--- src/rtl/tgl_irq_ctl.sv ---
module tgl_irq_ctl #(
  parameter int ADDR_W     = 6,
  parameter int DATA_W     = 32,
  parameter int GIE_IDX    = 7,
  parameter int ISR_IDX    = 8,
  parameter int IER_IDX    = 10,
  parameter int GIE_BIT    = 31,
  parameter int RNE_BIT    = 8,
  parameter int THALF_BIT  = 6,
  parameter int OVR_BIT    = 5,
  parameter int RFULL_BIT  = 4,
  parameter int TUDR_BIT   = 3,
  parameter int TEMPTY_BIT = 2
) (
  input  logic              clk,
  input  logic              rst_n,
  input  logic              reg_wr,
  input  logic              reg_rd,
  input  logic [ADDR_W-1:0] reg_addr,
  input  logic [DATA_W-1:0] reg_wdata,
  output logic [DATA_W-1:0] reg_rdata,
  input  logic              rx_has_data,
  input  logic              rx_is_full,
  input  logic              xfer_done,
  input  logic              rx_overrun_evt,
  input  logic              rx_full_evt,
  input  logic              tx_half_evt,
  input  logic              tx_underrun_evt,
  output logic              irq
);

  localparam logic [ADDR_W-1:0] A_GIE = ADDR_W'(GIE_IDX);
  localparam logic [ADDR_W-1:0] A_ISR = ADDR_W'(ISR_IDX);
  localparam logic [ADDR_W-1:0] A_IER = ADDR_W'(IER_IDX);

  logic [DATA_W-1:0] isr_q, ier_q, isr_d, ier_d, hw_set;
  logic              gie_q, gie_d, irq_d;

  wire access = reg_wr | reg_rd;
  wire sel_gie = reg_addr == A_GIE;
  wire sel_isr = reg_addr == A_ISR;
  wire sel_ier = reg_addr == A_IER;
  wire any_evt = xfer_done | rx_overrun_evt | rx_full_evt | tx_half_evt | tx_underrun_evt;

  always_comb begin
    hw_set = '0;
    hw_set[TEMPTY_BIT] = xfer_done;
    hw_set[RNE_BIT]    = xfer_done | (access & rx_has_data);
    hw_set[OVR_BIT]    = rx_overrun_evt;
    hw_set[RFULL_BIT]  = rx_full_evt | (access & rx_is_full);
    hw_set[THALF_BIT]  = tx_half_evt;
    hw_set[TUDR_BIT]   = tx_underrun_evt;
  end

  assign isr_d = ((reg_wr && sel_isr) ? (isr_q ^ reg_wdata) : isr_q) | hw_set;
  assign ier_d = (reg_wr && sel_ier) ? reg_wdata : ier_q;
  assign gie_d = (reg_wr && sel_gie) ? reg_wdata[GIE_BIT] : gie_q;
  assign irq_d = gie_d & (|(isr_d & ier_d));

  always_ff @(posedge clk or negedge rst_n) begin
    if (!rst_n) begin
      isr_q <= '0;
      ier_q <= '0;
      gie_q <= 1'b0;
      irq   <= 1'b0;
    end else begin
      isr_q <= isr_d;
      ier_q <= ier_d;
      gie_q <= gie_d;
      irq   <= irq_d;
    end
  end

  always_comb begin
    reg_rdata = '0;
    if (sel_isr) reg_rdata = isr_q;
    else if (sel_ier) reg_rdata = ier_q;
    else if (sel_gie) reg_rdata[GIE_BIT] = gie_q;
  end

  p_gie_gate_r4: assert property (@(posedge clk) disable iff (!rst_n)
    !gie_q |-> !irq);

  p_toggle_r2: assert property (@(posedge clk) disable iff (!rst_n)
    (reg_wr && sel_isr && !any_evt && !rx_has_data && !rx_is_full)
    |=> isr_q == ($past(isr_q) ^ $past(reg_wdata)));

  p_xfer_sets_r5: assert property (@(posedge clk) disable iff (!rst_n)
    xfer_done |=> isr_q[TEMPTY_BIT] && isr_q[RNE_BIT]);

  p_overrun_sets_r6: assert property (@(posedge clk) disable iff (!rst_n)
    rx_overrun_evt |=> isr_q[OVR_BIT]);

  p_level_refresh_r7: assert property (@(posedge clk) disable iff (!rst_n)
    (access && rx_has_data) |=> isr_q[RNE_BIT]);

  p_irq_hold_r10: assert property (@(posedge clk) disable iff (!rst_n)
    (!access && !any_evt) |=> $stable(irq));

endmodule

--- config.mk ---
export PLATFORM = sky130hd
export DESIGN_NAME = tgl_irq_ctl
export DESIGN_NICKNAME = d
export VERILOG_FILES = /design/src/rtl/tgl_irq_ctl.sv
export SDC_FILE = /design/constraint.sdc
export NUM_CORES = 1
export LEC_CHECK = 0
export ABC_AREA = 1
export ABC_CLOCK_PERIOD_IN_PS = 1800
export BUFFER_PORTS_ARGS = -buffer_cell sky130_fd_sc_hd__clkbuf_2
export CORE_MARGIN = 1
export CORE_UTILIZATION = 45
export DETAILED_ROUTE_END_ITERATION = 8
export PLACE_DENSITY = 0.68
export SYNTH_ARGS = -nofsm -noshare
export SYNTH_HDL_FRONTEND = slang
export SYNTH_SLANG_ARGS = --single-unit
export TNS_END_PERCENT = 100
--- constraint.sdc ---
create_clock -name clk -period 1.8 [get_ports clk]
set_input_delay 0.36 -clock clk [delete_from_list [all_inputs] [get_ports clk]]
set_output_delay 0.36 -clock clk [all_outputs]
set_load 0.01 [all_outputs]
==> qor.yml <==
wl_per_cell_um: 14.09
dp_hpwl_mm: 7.407
io_buffers: 81
drv_slew: 0
seq_area_frac_synth_pct: 42.55
regArea_um2: 1652
cts.root.buffer_cell: "clkbuf_8"
relSlewSlack_pct: 75.49
cts_hold_buf: 0
power.density_nw_per_um2: 767.2
die_w_um: 94.87
synthTopCellsByArea: "dfrtp_1, nand2_1, nand4_1"
ys.flop_type: "dfrtp_1"
post-place-ws_ps: -121.8
met3_usage_pct: 4.026
drc: 0
cp_common_cell: "nand2_2"
io_pins: 82
synth_top_area_cell: "dfrtp_1"
htreeDepth: 3
critPathArrivalTime_ps: 1400
first_iter_violations: 236
start_util_pct: 46.77
cp_slowest_cell: "o21ai_1"
synth.distinct_cells: 23
clock_sinks: 66
critPathBufInv: 5
fin_crit_sh_pct: 97.74
start_kind: "primary input"
tightest_slew_ps: 367.6
leakagePower_nw: 2.804
drt_first_pass_iters: 6
fillers: 771
syn_area_per_cell_um2: 6.882
async_flop_share_pct: 100.0
ant_nets: 0
clk_latency_ps: 330
grt-busiest-layer: "met2"
synth_nets: 613
critPathTopFamily: "buffers and inverters"
grt_use_met1_pct: 32.99
via_count: 4047
grt_overflow: 0
ys_warn_count: 0
cts_tree: "done"
max_stage_delay_ps: 170
netlist.area_leader.share_pct: 42.55
multi_input_area_um2: 1887
clock_skew_ps: 6.991
avgViaCountPerCell: 5.235
place_congestion: 0.8060
numCtsBuffers: 9
met2_usage_pct: 41.07
design.die.area_um2: 9000
fmax_mhz: 568.4
whs_ps: 26.04
end_kind: "primary output"
grt_pass1_vias: 3741
path_clk_slew_ps: 70
wirelength_mm: 10.90
cp_data_required_time_ps: 1440
cts.path.max_buffers: 2
postSynthRegisterBits: 66
rows: 33
antenna_found_initial: 0
grt_pass1_wl_mm: 17.28
cap_violations: 0
peakVddDrop_mv: 0.4374
worst_slack_ps: 40.75
synth_cells: 564
place_area_um2: 4534
synthToLayoutAreaGrowth_pct: 26.79
die_h_um: 94.87
path_class: "in -> out"
hold_class: "in -> async"
min_period_ps: 1759
fin_nets: 713
final_area_um2: 4921
hold_viol_final: 0
worstPathMaxFanout: 19
synth_edf_count: 0
crit_chain: "buf_6 > inv_2 > nand2_2 > nor2_4 > buf_4 > nand2_2 > buf_12 > o21ai_1 > buf_2"
layout-drive-gt1-share_pct: 22.75
setup_violations: 0
antenna_cells: 0
syn_area_um2: 3881
coreArea_um2: 8299
grt_use_total_pct: 25.01
status: "finished clean"
grt_max_degree: 67
## cells in the mapped netlist (4+ instances only)
cell      count
o21ai_1      19
o21ai_0      22
nand2_1     238
buf_2        19
clkbuf_1      4
nor2_1       12
nand4_1      46
dfrtp_1      66
xnor2_1       9
inv_1        58
buf_1         8
nand3_1      47
## routing by layer
metal | routed length (um) | part of all wire (%)
met5 | 0 | 0
met4 | 196 | 1.8
met3 | 549 | 5.0
met2 | 5179 | 48
met1 | 4970 | 46
## final cells by class
| type | instances | area share (%) |
|---|---|---|
| Clock buffer | 12 | 2.949 |
| Clock inverter | 3 | 0.8136 |
| Inverter | 60 | 4.577 |
| Multi-Input combinational cell | 406 | 38.34 |
| Sequential cell | 66 | 33.56 |
| Tap cell | 105 | 2.670 |
| Timing Repair Buffer | 121 | 17.09 |
## where the power goes
group | leakage (nW) | total, W | switching (W) | internal (W)
clock network | 0.0962 | 0.00122 | 0.000549 | 0.000667
registers | 0.844 | 0.00180 | 0.000126 | 0.00167
logic | 1.86 | 0.000764 | 0.000456 | 0.000308
total | 2.80 | 0.00378 | 0.00113 | 0.00264
## path summary, 6_finish.rpt
check	from	to	slack, ps	cells past startpoint
worst min register to register	ier_q[26]$_DFF_PN0_	ier_q[26]$_DFF_PN0_	500	2
max in group asynchronous	rst_n	isr_q[12]$_DFF_PN0_	1470	2
worst min-delay path	rst_n	isr_q[9]$_DFF_PN0_	30	2
worst max register to register	isr_q[0]$_DFF_PN0_	irq$_DFF_PN0_	410	12
min in group clk	tx_underrun_evt	isr_q[3]$_DFF_PN0_	250	2
worst max-delay path	reg_addr[2]	reg_rdata[20]	40	9
## cells by family after synthesis
kind of cell           Yosys count  share of synthesized area [%]
AND/OR/NAND/NOR                351                          39.65
XOR/XNOR                         9                          2.031
buffers and inverters           92                          9.703
AO/OA/AOI/OAI                   46                          6.061
flip-flops                      66                          42.55
## worst reg2reg max path: cells and delay by family, from the launching register on
family | cells | cell delay [ps]
AND/OR/NAND/NOR | 9 | 640
flip-flops | 1 | 380
buffers and inverters | 2 | 170
AO/OA/AOI/OAI | 1 | 80
## per-stage QoR
stage	util, %	power, W	setup TNS [ps]	instances
final	59.29	0.003775	0	773
after global routing	59.29	0.004000	-165.7	773
after CTS	57.44	0.003778	0	764
after detailed placement	54.64	0.002548	-387.0	747
after global placement	54.64	0.002512	-171.7	747
after floorplan	-	0.002245	0	564
## state kept, by name (all words and copies together), names as in the netlist
register / count
gie_q: 1
ier_q: 32
irq: 1
isr_q: 32
## layout by cell type (no fill, tap or decap), types with 3 or more instances in the layout
cell,instances
nor2_1,11
a21oi_1,3
nand4_1,46
o21ai_1,33
o21ai_0,3
buf_2,10
inv_2,3
buf_12,6
nand2_2,3
o21ai_2,5
nand3_1,46
inv_1,56
xnor2_1,9
buf_4,30
clkbuf_2,70
clkbuf_8,10
nor2_4,3
nand2_1,235
dfrtp_1,66
## what timing repair did
item,4_1_cts,5_1_grt
cloned,1,1
gates resized for setup,7,44
pin swaps,1,1
endpoints found under the hold margin,0,0
setup endpoints to repair,15,24
setup buffers,1,8
Note: power is estimated with default switching activity, not from simulation.
